**src/rtl/adc_master_pkg.sv**
```systemverilog
package adc_master_pkg;
  localparam int unsigned CMD_W  = 8;
  localparam int unsigned RES_W  = 16;
  localparam int unsigned CHAN_W = 3;
  localparam int unsigned IDX_W  = 6;

  // serial clock indices within a frame, counted from the start bit
  localparam logic [IDX_W-1:0] IDX_ONE    = 6'd1;
  localparam logic [IDX_W-1:0] IDX_ACQ_A  = 6'd5;
  localparam logic [IDX_W-1:0] IDX_ACQ_B  = 6'd8;
  localparam logic [IDX_W-1:0] IDX_CONV   = 6'd9;
  localparam logic [IDX_W-1:0] IDX_DATA0  = 6'd10;
  localparam logic [IDX_W-1:0] IDX_OVL    = 6'd24;
  localparam logic [IDX_W-1:0] IDX_LSB    = 6'd25;
  localparam logic [IDX_W-1:0] IDX_LONG   = 6'd32;

  typedef enum logic [1:0] {PH_IDLE, PH_SETUP, PH_LOW, PH_HIGH} phase_e;

  function automatic logic [CMD_W-1:0] make_cmd(input logic [CHAN_W-1:0] ch,
                                                input logic sgl,
                                                input logic [1:0] pd);
    return {1'b1, ch, 1'b0, sgl, pd};
  endfunction
endpackage

```
**src/rtl/adc_phase_timer.sv**
```systemverilog
module adc_phase_timer #(
  parameter int unsigned CNT_W = 4
) (
  input  logic             clk_i,
  input  logic             rst_ni,
  input  logic             restart_i,
  input  logic [CNT_W-1:0] limit_i,
  output logic             done_o
);
  logic [CNT_W-1:0] cnt_q;

  // saturates at the limit so a stretched phase keeps done asserted
  always_ff @(posedge clk_i or negedge rst_ni) begin
    if (!rst_ni)                cnt_q <= '0;
    else if (restart_i)         cnt_q <= '0;
    else if (cnt_q != limit_i)  cnt_q <= cnt_q + 1'b1;
  end

  assign done_o = (cnt_q == limit_i);

  assert_cnt_in_range_R2: assert property (@(posedge clk_i) disable iff (!rst_ni)
    cnt_q <= limit_i);
endmodule

```
**src/rtl/adc_acq_guard.sv**
```systemverilog
module adc_acq_guard #(
  parameter int unsigned ACQ_CYC = 300
) (
  input  logic clk_i,
  input  logic rst_ni,
  input  logic start_i,
  output logic ok_o
);
  localparam int unsigned CW = (ACQ_CYC < 2) ? 1 : $clog2(ACQ_CYC + 1);
  localparam logic [CW-1:0] TOP = CW'(ACQ_CYC - 1);

  logic [CW-1:0] cnt_q;

  always_ff @(posedge clk_i or negedge rst_ni) begin
    if (!rst_ni)            cnt_q <= '0;
    else if (start_i)       cnt_q <= '0;
    else if (cnt_q != TOP)  cnt_q <= cnt_q + 1'b1;
  end

  assign ok_o = (cnt_q == TOP);

  // once the window has elapsed it stays elapsed until re-armed
  assert_acq_hold_R3: assert property (@(posedge clk_i) disable iff (!rst_ni)
    (ok_o && !start_i) |=> ok_o);
endmodule

```
**src/rtl/adc_rx_shift.sv**
```systemverilog
module adc_rx_shift import adc_master_pkg::*; (
  input  logic              clk_i,
  input  logic              rst_ni,
  input  logic              shift_i,
  input  logic              last_i,
  input  logic              bit_i,
  input  logic [CHAN_W-1:0] chan_i,
  output logic              res_valid_o,
  output logic [RES_W-1:0]  res_data_o,
  output logic [CHAN_W-1:0] res_chan_o
);
  logic [RES_W-2:0] sr_q;

  always_ff @(posedge clk_i or negedge rst_ni) begin
    if (!rst_ni) begin
      sr_q        <= '0;
      res_valid_o <= 1'b0;
      res_data_o  <= '0;
      res_chan_o  <= '0;
    end else begin
      res_valid_o <= shift_i && last_i;
      if (shift_i) sr_q <= {sr_q[RES_W-3:0], bit_i};
      if (shift_i && last_i) begin
        res_data_o <= {sr_q, bit_i};
        res_chan_o <= chan_i;
      end
    end
  end

  assert_valid_pulse_R4: assert property (@(posedge clk_i) disable iff (!rst_ni)
    res_valid_o |=> !res_valid_o);
endmodule

```
**src/rtl/adc_serial_master.sv**
```systemverilog
module adc_serial_master import adc_master_pkg::*; #(
  parameter int unsigned HALF_CYC = 40,
  parameter int unsigned CSS_CYC  = 20,
  parameter int unsigned ACQ_CYC  = 300
) (
  input  logic              clk_i,
  input  logic              rst_ni,
  input  logic              long_frame_i,
  input  logic              req_valid_i,
  output logic              req_ready_o,
  input  logic [CHAN_W-1:0] req_chan_i,
  input  logic              req_sgl_i,
  input  logic [1:0]        req_pd_i,
  output logic              cs_no,
  output logic              dclk_o,
  output logic              din_o,
  input  logic              dout_i,
  output logic              res_valid_o,
  output logic [RES_W-1:0]  res_data_o,
  output logic [CHAN_W-1:0] res_chan_o
);
  localparam int unsigned TMAX = (HALF_CYC > CSS_CYC) ? HALF_CYC : CSS_CYC;
  localparam int unsigned TW   = (TMAX < 2) ? 1 : $clog2(TMAX + 1);

  phase_e            ph_q;
  logic [IDX_W-1:0]  idx_q;
  logic [CMD_W-1:0]  cmd_q, pend_cmd_q;
  logic [CHAN_W-1:0] chan_q, pend_chan_q, data_chan_q;
  logic              long_q, pend_q, owed_q, cs_q, dclk_q;

  logic              t_done, t_restart, acq_ok;
  logic [TW-1:0]     t_limit;
  logic              rise_ev, fall_ev, setup_end, accept_idle, accept_ahead;
  logic              chain, cap_en, cap_last;
  logic [IDX_W-1:0]  last_idx;

  assign t_limit      = (ph_q == PH_SETUP) ? TW'(CSS_CYC - 1) : TW'(HALF_CYC - 1);
  assign accept_idle  = (ph_q == PH_IDLE) && req_valid_i;
  assign req_ready_o  = (ph_q == PH_IDLE) || (!long_q && !pend_q && (idx_q < IDX_OVL));
  assign accept_ahead = (ph_q != PH_IDLE) && req_valid_i && req_ready_o;
  assign setup_end    = (ph_q == PH_SETUP) && t_done;
  assign rise_ev      = (ph_q == PH_LOW) && t_done;
  // clock 8 stays high until the acquisition window is long enough
  assign fall_ev      = (ph_q == PH_HIGH) && t_done && ((idx_q != IDX_ACQ_B) || acq_ok);
  assign t_restart    = accept_idle || setup_end || rise_ev || fall_ev;
  assign last_idx     = long_q ? IDX_LONG : IDX_LSB;
  assign chain        = !long_q && (idx_q == IDX_OVL) && pend_q;
  assign cap_last     = (idx_q == IDX_LSB) || ((idx_q == IDX_ONE) && owed_q);
  assign cap_en       = rise_ev && (((idx_q >= IDX_DATA0) && (idx_q <= IDX_LSB)) || cap_last);

  adc_phase_timer #(.CNT_W(TW)) u_timer (
    .clk_i     (clk_i),
    .rst_ni    (rst_ni),
    .restart_i (t_restart),
    .limit_i   (t_limit),
    .done_o    (t_done)
  );

  adc_acq_guard #(.ACQ_CYC(ACQ_CYC)) u_acq (
    .clk_i   (clk_i),
    .rst_ni  (rst_ni),
    .start_i (rise_ev && (idx_q == IDX_ACQ_A)),
    .ok_o    (acq_ok)
  );

  adc_rx_shift u_rx (
    .clk_i       (clk_i),
    .rst_ni      (rst_ni),
    .shift_i     (cap_en),
    .last_i      (cap_last),
    .bit_i       (dout_i),
    .chan_i      (data_chan_q),
    .res_valid_o (res_valid_o),
    .res_data_o  (res_data_o),
    .res_chan_o  (res_chan_o)
  );

  always_ff @(posedge clk_i or negedge rst_ni) begin
    if (!rst_ni) begin
      ph_q        <= PH_IDLE;
      idx_q       <= '0;
      cmd_q       <= '0;
      pend_cmd_q  <= '0;
      chan_q      <= '0;
      pend_chan_q <= '0;
      data_chan_q <= '0;
      long_q      <= 1'b0;
      pend_q      <= 1'b0;
      owed_q      <= 1'b0;
      cs_q        <= 1'b1;
      dclk_q      <= 1'b0;
    end else begin
      if (accept_ahead) begin
        pend_q      <= 1'b1;
        pend_cmd_q  <= make_cmd(req_chan_i, req_sgl_i, req_pd_i);
        pend_chan_q <= req_chan_i;
      end
      unique case (ph_q)
        PH_IDLE: begin
          if (req_valid_i) begin
            ph_q   <= PH_SETUP;
            cs_q   <= 1'b0;
            idx_q  <= IDX_ONE;
            cmd_q  <= make_cmd(req_chan_i, req_sgl_i, req_pd_i);
            chan_q <= req_chan_i;
            long_q <= long_frame_i;
            owed_q <= 1'b0;
          end
        end
        PH_SETUP: begin
          if (t_done) ph_q <= PH_LOW;
        end
        PH_LOW: begin
          if (t_done) begin
            ph_q   <= PH_HIGH;
            dclk_q <= 1'b1;
            if (idx_q == IDX_CONV) data_chan_q <= chan_q;
            if (idx_q == IDX_ONE)  owed_q <= 1'b0;
          end
        end
        PH_HIGH: begin
          if (fall_ev) begin
            dclk_q <= 1'b0;
            if (chain) begin
              ph_q   <= PH_LOW;
              idx_q  <= IDX_ONE;
              cmd_q  <= pend_cmd_q;
              chan_q <= pend_chan_q;
              pend_q <= 1'b0;
              owed_q <= 1'b1;
            end else if (idx_q == last_idx) begin
              ph_q  <= PH_IDLE;
              cs_q  <= 1'b1;
              idx_q <= '0;
              cmd_q <= '0;
            end else begin
              ph_q  <= PH_LOW;
              idx_q <= idx_q + 1'b1;
              cmd_q <= {cmd_q[CMD_W-2:0], 1'b0};
            end
          end
        end
        default: ;
      endcase
    end
  end

  assign cs_no  = cs_q;
  assign dclk_o = dclk_q;
  assign din_o  = cmd_q[CMD_W-1];

  assert_cs_idle_clk_R10: assert property (@(posedge clk_i) disable iff (!rst_ni)
    cs_no |-> !dclk_o);
  assert_din_hold_R1: assert property (@(posedge clk_i) disable iff (!rst_ni)
    (dclk_o && $past(dclk_o)) |-> $stable(din_o));
  assert_start_bit_R1: assert property (@(posedge clk_i) disable iff (!rst_ni)
    $fell(cs_no) |-> din_o);
  assert_acq_window_R3: assert property (@(posedge clk_i) disable iff (!rst_ni)
    ($fell(dclk_o) && (idx_q == IDX_CONV)) |-> $past(acq_ok));
  assert_long_blocks_R5: assert property (@(posedge clk_i) disable iff (!rst_ni)
    (!cs_no && long_q) |-> !req_ready_o);
  assert_tail_zero_R7: assert property (@(posedge clk_i) disable iff (!rst_ni)
    ($rose(cs_no) && !long_q) |-> !$past(din_o));
  assert_valid_on_rise_R4: assert property (@(posedge clk_i) disable iff (!rst_ni)
    res_valid_o |-> $rose(dclk_o));
endmodule

```
**config.mk**
```make
export PLATFORM = sky130hd
export DESIGN_NAME = adc_serial_master
export DESIGN_NICKNAME = d
export VERILOG_FILES = /design/src/rtl/adc_master_pkg.sv /design/src/rtl/adc_phase_timer.sv /design/src/rtl/adc_acq_guard.sv /design/src/rtl/adc_rx_shift.sv /design/src/rtl/adc_serial_master.sv
export SDC_FILE = /design/constraint.sdc
export NUM_CORES = 1
export LEC_CHECK = 0
export ABC_AREA = 1
export ABC_CLOCK_PERIOD_IN_PS = 4700
export BUFFER_PORTS_ARGS = -buffer_cell sky130_fd_sc_hd__buf_2
export CAP_MARGIN = 15
export CORE_UTILIZATION = 50
export CTS_CLUSTER_DIAMETER = 80
export CTS_CLUSTER_SIZE = 10
export DETAILED_ROUTE_END_ITERATION = 10
export GPL_ROUTABILITY_DRIVEN = 0
export PLACE_DENSITY_LB_ADDON = 0.3
export SYNTH_ARGS = -nofsm -noshare
export SYNTH_HDL_FRONTEND = slang
export SYNTH_HIERARCHICAL = 1
export SYNTH_SLANG_ARGS = --single-unit
```
**constraint.sdc**
```tcl
create_clock -name clk_i -period 4.7 [get_ports clk_i]
set_input_delay 0.235 -clock clk_i [delete_from_list [all_inputs] [get_ports clk_i]]
set_output_delay 0.235 -clock clk_i [all_outputs]
set_load 0.005 [all_outputs]
```
==> impl_metrics.tcl, run 1 <==
set metrics [dict create \
    holdPathEnd "long_q$_DFFE_PN0P_" \
    ir_drop_v 0.000288 \
    setup_violations 0 \
    antennaDiodeCount 0 \
    cp-start-kind "register" \
    instances_no_fill 718 \
    finalClockSkew_ns 0.0156 \
    avgSynthCellArea_um2 7.93 \
    r2r_end "u_rx/res_data_o[4]$_DFFE_PN0P_" \
    io-pin-count 35 \
    worstSkewPairLatency_ns 0.37 \
    placedCellCount 700 \
    drv_slew 0 \
    grt_antenna_before_repair 0 \
    wirelength_um 8270 \
    layout-drive-gt1-share_pct 18.4 \
    clkSinkCount 84 \
    tritoncts "yes" \
    grtUsageTotal_pct 19.4 \
    wire_per_inst_um 11.5 \
    power_frac_comb_pct 32.7 \
    p_sw_uw 871 \
    cp_data_arrival_time_ns 3.18 \
    rsz0062_at_grt "no" \
    multi_input_area_um2 1980 \
    end_kind "register" \
    grt_start_max_net_pins 85 \
    synthCells 569 \
    worst_pin_slew_ns 0.724 \
    post_cts_buffers 0 \
    root_buffer "clkbuf_8" \
    nNetsFinal 622 \
    top_usage_layer "met2" \
    crit-reg2reg-launch "ph_q[0]$_DFFE_PN0P_" \
    slowest_delay_ns 0.50 \
    ff_latch_area_um2 2100 \
    drc 0 \
    seq_area_frac_synth_pct 46.6 \
    hold_depth 3 \
    port_buffers 34 \
    grt_pass1_wl_um 14800 \
    synth_area_leaders "dfrtp_1, nand2_1, inv_1" \
    fmax_mhz 343 \
    swShare_pct 39.7 \
    die_h_um 97.0 \
    ant_nets 0 \
    timing.reg2reg.setup_slack_ns 1.78 \
    gr-usage-met1_pct 25.2 \
    num_vias 3462 \
    hp-class "in -> reg" \
    pwr-share-seq_pct 45.1 \
    drtPass1Iterations 4 \
    crit_chain "nand2_1 > inv_1 > inv_1 > nand2_1 > nand2_4 > nor2_8 > nand3_4 > inv_1 > nand2_1 > nor2_2 > buf_4 > nand2_1 > nand2_1 > nand2_1" \
    overflow 0 \
    path_buf_inv 4 \
    path_class "reg -> reg" \
    slowest_stage "dfrtp_1" \
    cap_violations 0 \
    r2r_cells 14 \
    area_delta_synth_final_pct 9.68 \
    clockBufferDepth 2 \
    core_area_um2 8720 \
    layout_commonest_cell "nand2_1" \
    layout.filler_cells 797 \
    status "completed" \
    synth-seq-cells 84 \
    post-dp-hpwl_um 5920 \
    p_leak_nw 2.66 \
    critPathMaxFanout 50 \
    synth.top_cell.area_share_pct 46.0 \
    hold_viol_final 0 \
    syn_area_um2 4510 \
    htree_levels 3 \
    clk_pin_slew_ns 0.10 \
    drt-vias-per-instance 4.82 \
    fin_crit_ns 2.92 \
    slew_headroom_pct 51.5 \
    intPower_mw 1.32 \
    hp-start "long_frame_i" \
    finalSetupTns_ns 0 \
    use_met2_pct 31.7 \
    synth_warnings 6 \
    post-route-period-util_pct 62.1 \
    crit_path_frequent_cell "nand2_1" \
    numCtsBuffers 9 \
    first_iter_violations 191 \
    dieWidth_um 97.0 \
    p_per_area_nw_per_um2 443 \
    final_cell_mix "nand2_1, dfrtp_1, inv_1" \
    power.share.clock_pct 22.2 \
    grt_pass1_vias 3303 \
    cp.required_ns 4.97 \
    row_count 34 \
    utilization_pct 56.7 \
    use_met3_pct 5.06 \
    start_util_pct 51.7 \
    cp_top_family "simple AND/OR/NAND/NOR gates" \
    synth_top_area_cell "dfrtp_1" \
    dieArea_um2 9410 \
    synth_cell_type_count 35 \
]
kinds of logic after synthesis:
logic type                 count (synthesis)  synth area share (%)
adders and majority gates                  6                  1.66
xor gates and xnor gates                   8                  1.55
AOI/OAI and AO/OA                         52                  6.66
DFF                                       84                  46.6
buffers and inverters                    102                  9.96
other                                      2                 0.166
and+or+nand+nor                          315                  33.4
power groups by stage:
| stage | Combinational, mW | Clock, mW | Sequential, mW |
|---|---|---|---|
| CTS | 0.718 | 0.508 | 0.988 |
| global route | 0.818 | 0.536 | 1.01 |
| finish | 0.716 | 0.487 | 0.990 |
| floorplan | 0.627 | 0 | 0.958 |
| detailed placement | 0.714 | 0 | 1.00 |
| global placement | 0.695 | 0 | 0.994 |
stage by stage:
step                      instance area, um2  worst slack [ns]  power [mW]  hold WS [ns]
after detailed placement                4720              1.79        1.71         0.454
final                                   4950              1.78        2.19        0.0759
after floorplan                         4530              2.40        1.58       -0.0606
after global placement                  4720              1.90        1.69         0.450
after global routing                    4950              1.42        2.37        0.0806
after CTS                               4910              1.76        2.21        0.0584
synth_stat cells:
master and instances:
inv_1 71, nand2_2 9, nand2_1 165, conb_1 2
dfrtp_1 83, a31oi_2 2, nor2_4 6, nand3b_1 2
a21oi_2 3, nor3_1 2, nand3_4 1, buf_4 5
buf_6 5, o21ai_1 4, a21oi_1 10, o22ai_1 1
inv_2 12, nor2_8 3, nand4_1 13, buf_2 8
xor2_1 7, dfstp_2 1, nand3_2 4, nor3_2 1
o21ai_0 30, xnor2_1 1, nand3_1 49, o21ai_4 1
clkinv_1 1, a31oi_1 1, nor2_2 10, nor2_1 45
ha_1 6, nand2_4 4, or2_2 1
sequential cells by signal (all words and copies together), names as in the netlist, 3 cells and up:
| register | flops |
|---|---|
| u_rx/res_data_o | 16 |
| u_rx/sr_q | 15 |
| u_acq/cnt_q | 9 |
| cmd_q | 8 |
| idx_q | 6 |
| u_timer/cnt_q | 6 |
| pend_cmd_q | 5 |
| chan_q | 3 |
| data_chan_q | 3 |
| u_rx/res_chan_o | 3 |
worst reg2reg max path: stages, from the launching register on:
cell	delay, ns
dfrtp_1	0.50
nand2_1	0.21
inv_1	0.13
inv_1	0.04
nand2_1	0.10
nand2_4	0.08
nor2_8	0.15
nand3_4	0.13
inv_1	0.17
nand2_1	0.12
nor2_2	0.12
buf_4	0.37
nand2_1	0.47
nand2_1	0.18
nand2_1	0.06
area by class of cell:
type / count / share of cell area, %
clock inverters: 7 / 1.32
inverters: 84 / 6.37
multi-input cells: 388 / 40.0
flip-flops and latches: 84 / 42.5
well taps: 108 / 2.73
repair buffers: 38 / 4.55
clock buffers: 9 / 2.50
layer usage:
metal	part of all wire, %	vias up
met3	3.6	9
met4	1.1	0
met5	0	-
met2	47	57
li1	-	1835
met1	48	1561
how the worst max path moves through the flow:
stage	startpoint	end	slack, ns	depth (start not counted)
after global routing	ph_q[0]$_DFFE_PN0P_	u_rx/res_data_o[2]$_DFFE_PN0P_	1.42	14
final	ph_q[0]$_DFFE_PN0P_	u_rx/res_data_o[4]$_DFFE_PN0P_	1.78	14
after floorplan	ph_q[1]$_DFFE_PN0P_	u_timer/cnt_q[2]$_DFFE_PN0P_	2.40	19
after global placement	ph_q[0]$_DFFE_PN0P_	u_rx/res_chan_o[2]$_DFFE_PN0P_	1.90	14
after detailed placement	ph_q[0]$_DFFE_PN0P_	u_rx/res_data_o[4]$_DFFE_PN0P_	1.79	14
after CTS	ph_q[0]$_DFFE_PN0P_	u_rx/res_data_o[10]$_DFFE_PN0P_	1.76	14
what timing repair did:
action                    CTS  global route
hold endpoints to repair    0            21
hold buffers                0             1
gates resized for setup     0             0
No activity file was read; power rests on OpenSTA's default activity.
==> inputs of run 2 (changes only) <==
--- a/config.mk
+++ b/config.mk
@@ -6,7 +6,7 @@
 export NUM_CORES = 1
 export LEC_CHECK = 0
 export ABC_AREA = 1
-export ABC_CLOCK_PERIOD_IN_PS = 4700
+export ABC_CLOCK_PERIOD_IN_PS = 2700
 export BUFFER_PORTS_ARGS = -buffer_cell sky130_fd_sc_hd__buf_2
 export CAP_MARGIN = 15
 export CORE_UTILIZATION = 50
==> constraint.sdc (replaced) <==
create_clock -name clk_i -period 2.7 [get_ports clk_i]
set_input_delay 0.135 -clock clk_i [delete_from_list [all_inputs] [get_ports clk_i]]
set_output_delay 0.135 -clock clk_i [all_outputs]
set_load 0.005 [all_outputs]
==> run 2 against run 1 <==
Net effect:
- power rose by 78%
- flip-flop and latch count did not move
- wire length rose by 2.3%
- largest cell class unchanged
- highest routed layer unchanged
- count of clock-buffer cells in the layout rose by 1
- utilization rose by 1.3 points
- combinational power rose by 83%
- first-iteration DRC count fell by 8.9%
- design area rose by 2.2%
- cell count rose by 1.3%
- critical path depth rose by 4
- global-route usage barely moved
==> impl_metrics.tcl, run 2 (synthesis gave the netlist of run 1 again) <==
set metrics [dict create \
    cp_data_arrival_time_ns 2.70 \
    swShare_pct 38.6 \
    layout.filler_cells 837 \
    root_buffer "clkbuf_8" \
    crit_end "u_timer/cnt_q[1]$_DFFE_PN0P_" \
    worst_pin_slew_ns 0.703 \
    setup_violations 0 \
    post-route-period-util_pct 91.0 \
    path_buf_inv 7 \
    crit_path_frequent_cell "inv_1" \
    row_count 34 \
    grt_antenna_before_repair 0 \
    overflow 0 \
    die_h_um 97.0 \
    slowest_delay_ns 0.45 \
    wire_per_inst_um 11.6 \
    io-pin-count 35 \
    finalClockSkew_ns 0.0123 \
    grt_pass1_wl_um 14900 \
    status "completed" \
    layout_commonest_cell "nand2_1" \
    drt-vias-per-instance 4.86 \
    start_util_pct 51.7 \
    end_kind "register" \
    num_vias 3532 \
    drv_slew 0 \
    ir_drop_v 0.000467 \
    antennaDiodeCount 0 \
    final_cell_mix "nand2_1, dfrtp_1, inv_1" \
    numCtsBuffers 9 \
    nNetsFinal 631 \
    r2r_cells 18 \
    place_ws_ns 0.114 \
    p_leak_nw 2.70 \
    port_buffers 34 \
    finalSetupTns_ns 0 \
    clockBufferDepth 2 \
    ant_nets 0 \
    critPathMaxFanout 13 \
    power.share.clock_pct 22.6 \
    dieArea_um2 9410 \
    fmax_mhz 407 \
    grtUsageTotal_pct 19.4 \
    tritoncts "yes" \
    layout-drive-gt1-share_pct 19.1 \
    first_iter_violations 174 \
    path_class "reg -> reg" \
    dieWidth_um 97.0 \
    setup_ws_ns 0.243 \
    crit_path_start "ph_q[1]$_DFFE_PN0P_" \
    instances_no_fill 727 \
    grt_pass1_vias 3305 \
    crit_chain "inv_1 > nand2_2 > inv_1 > inv_1 > nand2_1 > nand2_4 > nor2_8 > nand3_4 > inv_2 > inv_1 > nor2_8 > inv_2 > nor2_4 > nor2_8 > nand2_4 > clkinvlp_4 > nand4_1 > nand2_1" \
    worstSkewPairLatency_ns 0.36 \
    crit-reg2reg-launch "ph_q[1]$_DFFE_PN0P_" \
    clkSinkCount 84 \
    fin_crit_ns 2.46 \
    top_register "u_rx/res_data_o" \
    cp.required_ns 2.94 \
    cp.depth 18 \
    timing.reg2reg.setup_slack_ns 0.24 \
    htree_levels 3 \
    drc 0 \
    wirelength_um 8470 \
    post-dp-hpwl_um 5940 \
    placedCellCount 702 \
    cap_violations 0 \
    cp-start-kind "register" \
    area_delta_synth_final_pct 12.1 \
    r2r_end "u_timer/cnt_q[1]$_DFFE_PN0P_" \
    largest_reg_flops 16 \
    hold_viol_final 0 \
    hp-class "in -> reg" \
    p_sw_mw 1.51 \
    intPower_mw 2.40 \
    place_area_um2 4750 \
    core_area_um2 8720 \
    top_regs "u_rx/res_data_o (16), u_rx/sr_q (15), u_acq/cnt_q (9)" \
    cp_top_family "simple AND/OR/NAND/NOR gates" \
    clk_pin_slew_ns 0.09 \
    grt_start_max_net_pins 85 \
    rsz0062_at_grt "no" \
    slew_headroom_pct 52.9 \
    design_area_um2 5060 \
    pwr-share-seq_pct 43.9 \
    p_per_area_nw_per_um2 772 \
    drtPass1Iterations 5 \
    slowest_stage "dfrtp_2" \
    power_frac_comb_pct 33.5 \
]
==> run 2: cell types whose count changed in the layout (fill, tap and decap cells not counted), moves of 2 or more <==
cell           before  now
dlygate4sd3_1       1    7
inv_8               3    0
inv_1              71   69
clkinv_2            0    2
==> run 2: worst reg2reg max path, cell delays in order (launching register included) <==
cell	delay [ns]
dfrtp_2	0.45
inv_1	0.10
nand2_2	0.10
inv_1	0.10
inv_1	0.04
nand2_1	0.09
nand2_4	0.08
nor2_8	0.16
nand3_4	0.13
inv_2	0.12
inv_1	0.11
nor2_8	0.14
inv_2	0.05
nor2_4	0.16
nor2_8	0.09
nand2_4	0.11
clkinvlp_4	0.15
nand4_1	0.12
nand2_1	0.06
==> run 2: how the worst min path moves through the flow <==
stage | to | depth (start not counted) | startpoint | slack (ns)
detailed placement | long_q$_DFFE_PN0P_ | 3 | long_frame_i | 0.35
finish | pend_chan_q[0]$_DFFE_PN0P_ | 3 | req_chan_i[0] | 0.02
floorplan | chan_q[0]$_DFFE_PN0P_ | 0 | rst_ni | -0.16
global placement | long_q$_DFFE_PN0P_ | 3 | long_frame_i | 0.35
CTS | pend_chan_q[0]$_DFFE_PN0P_ | 3 | req_chan_i[0] | 0.004
global route | pend_chan_q[1]$_DFFE_PN0P_ | 3 | req_chan_i[1] | 0.02
==> run 2: repair_timing <==
action | CTS | global route
endpoints found under the setup margin | 0 | 6
hold endpoints to repair | 6 | 83
hold buffers | 6 | 1
gates resized for setup | 0 | 6
buffers inserted | 0 | 0
==> run 2: area by class of cell <==
class	instances	area, um2	share of cell area [%]
Sequential cell	84	2100	41.6
Multi-Input combinational cell	388	1990	39.3
Inverter	84	319	6.31
Timing Repair Buffer	46	313	6.19
Tap cell	108	135	2.67
Clock buffer	10	128	2.52
Clock inverter	6	63.8	1.26
Timing Repair inverter	1	7.51	0.148
==> run 2: routing by layer <==
metal | track usage, % | vias up | wire length (um)
met5 | 0 | - | 0
met4 | 7.58 | 0 | 108
met3 | 3.97 | 11 | 310
met2 | 30.1 | 66 | 3830
met1 | 26.8 | 1602 | 4220
li1 | - | 1853 | -
==> run 2: metrics by stage <==
step / total power, mW / util [%] / hold slack [ns]
after floorplan: 2.76 / - / -0.161
after global placement: 2.96 / 54.4 / 0.355
after detailed placement: 3.00 / 54.4 / 0.354
after CTS: 3.91 / 57.3 / 0.00376
after global routing: 4.21 / 58.0 / 0.0178
final: 3.90 / 58.0 / 0.0177
==> run 2: power groups by stage <==
stage,logic (mW),registers (mW),clock network [mW]
3_5_place_dp,1.28,1.73,0
2_1_floorplan,1.09,1.67,0
6_report,1.31,1.71,0.882
5_1_grt,1.50,1.74,0.966
4_1_cts,1.29,1.71,0.909
3_3_place_gp,1.24,1.72,0
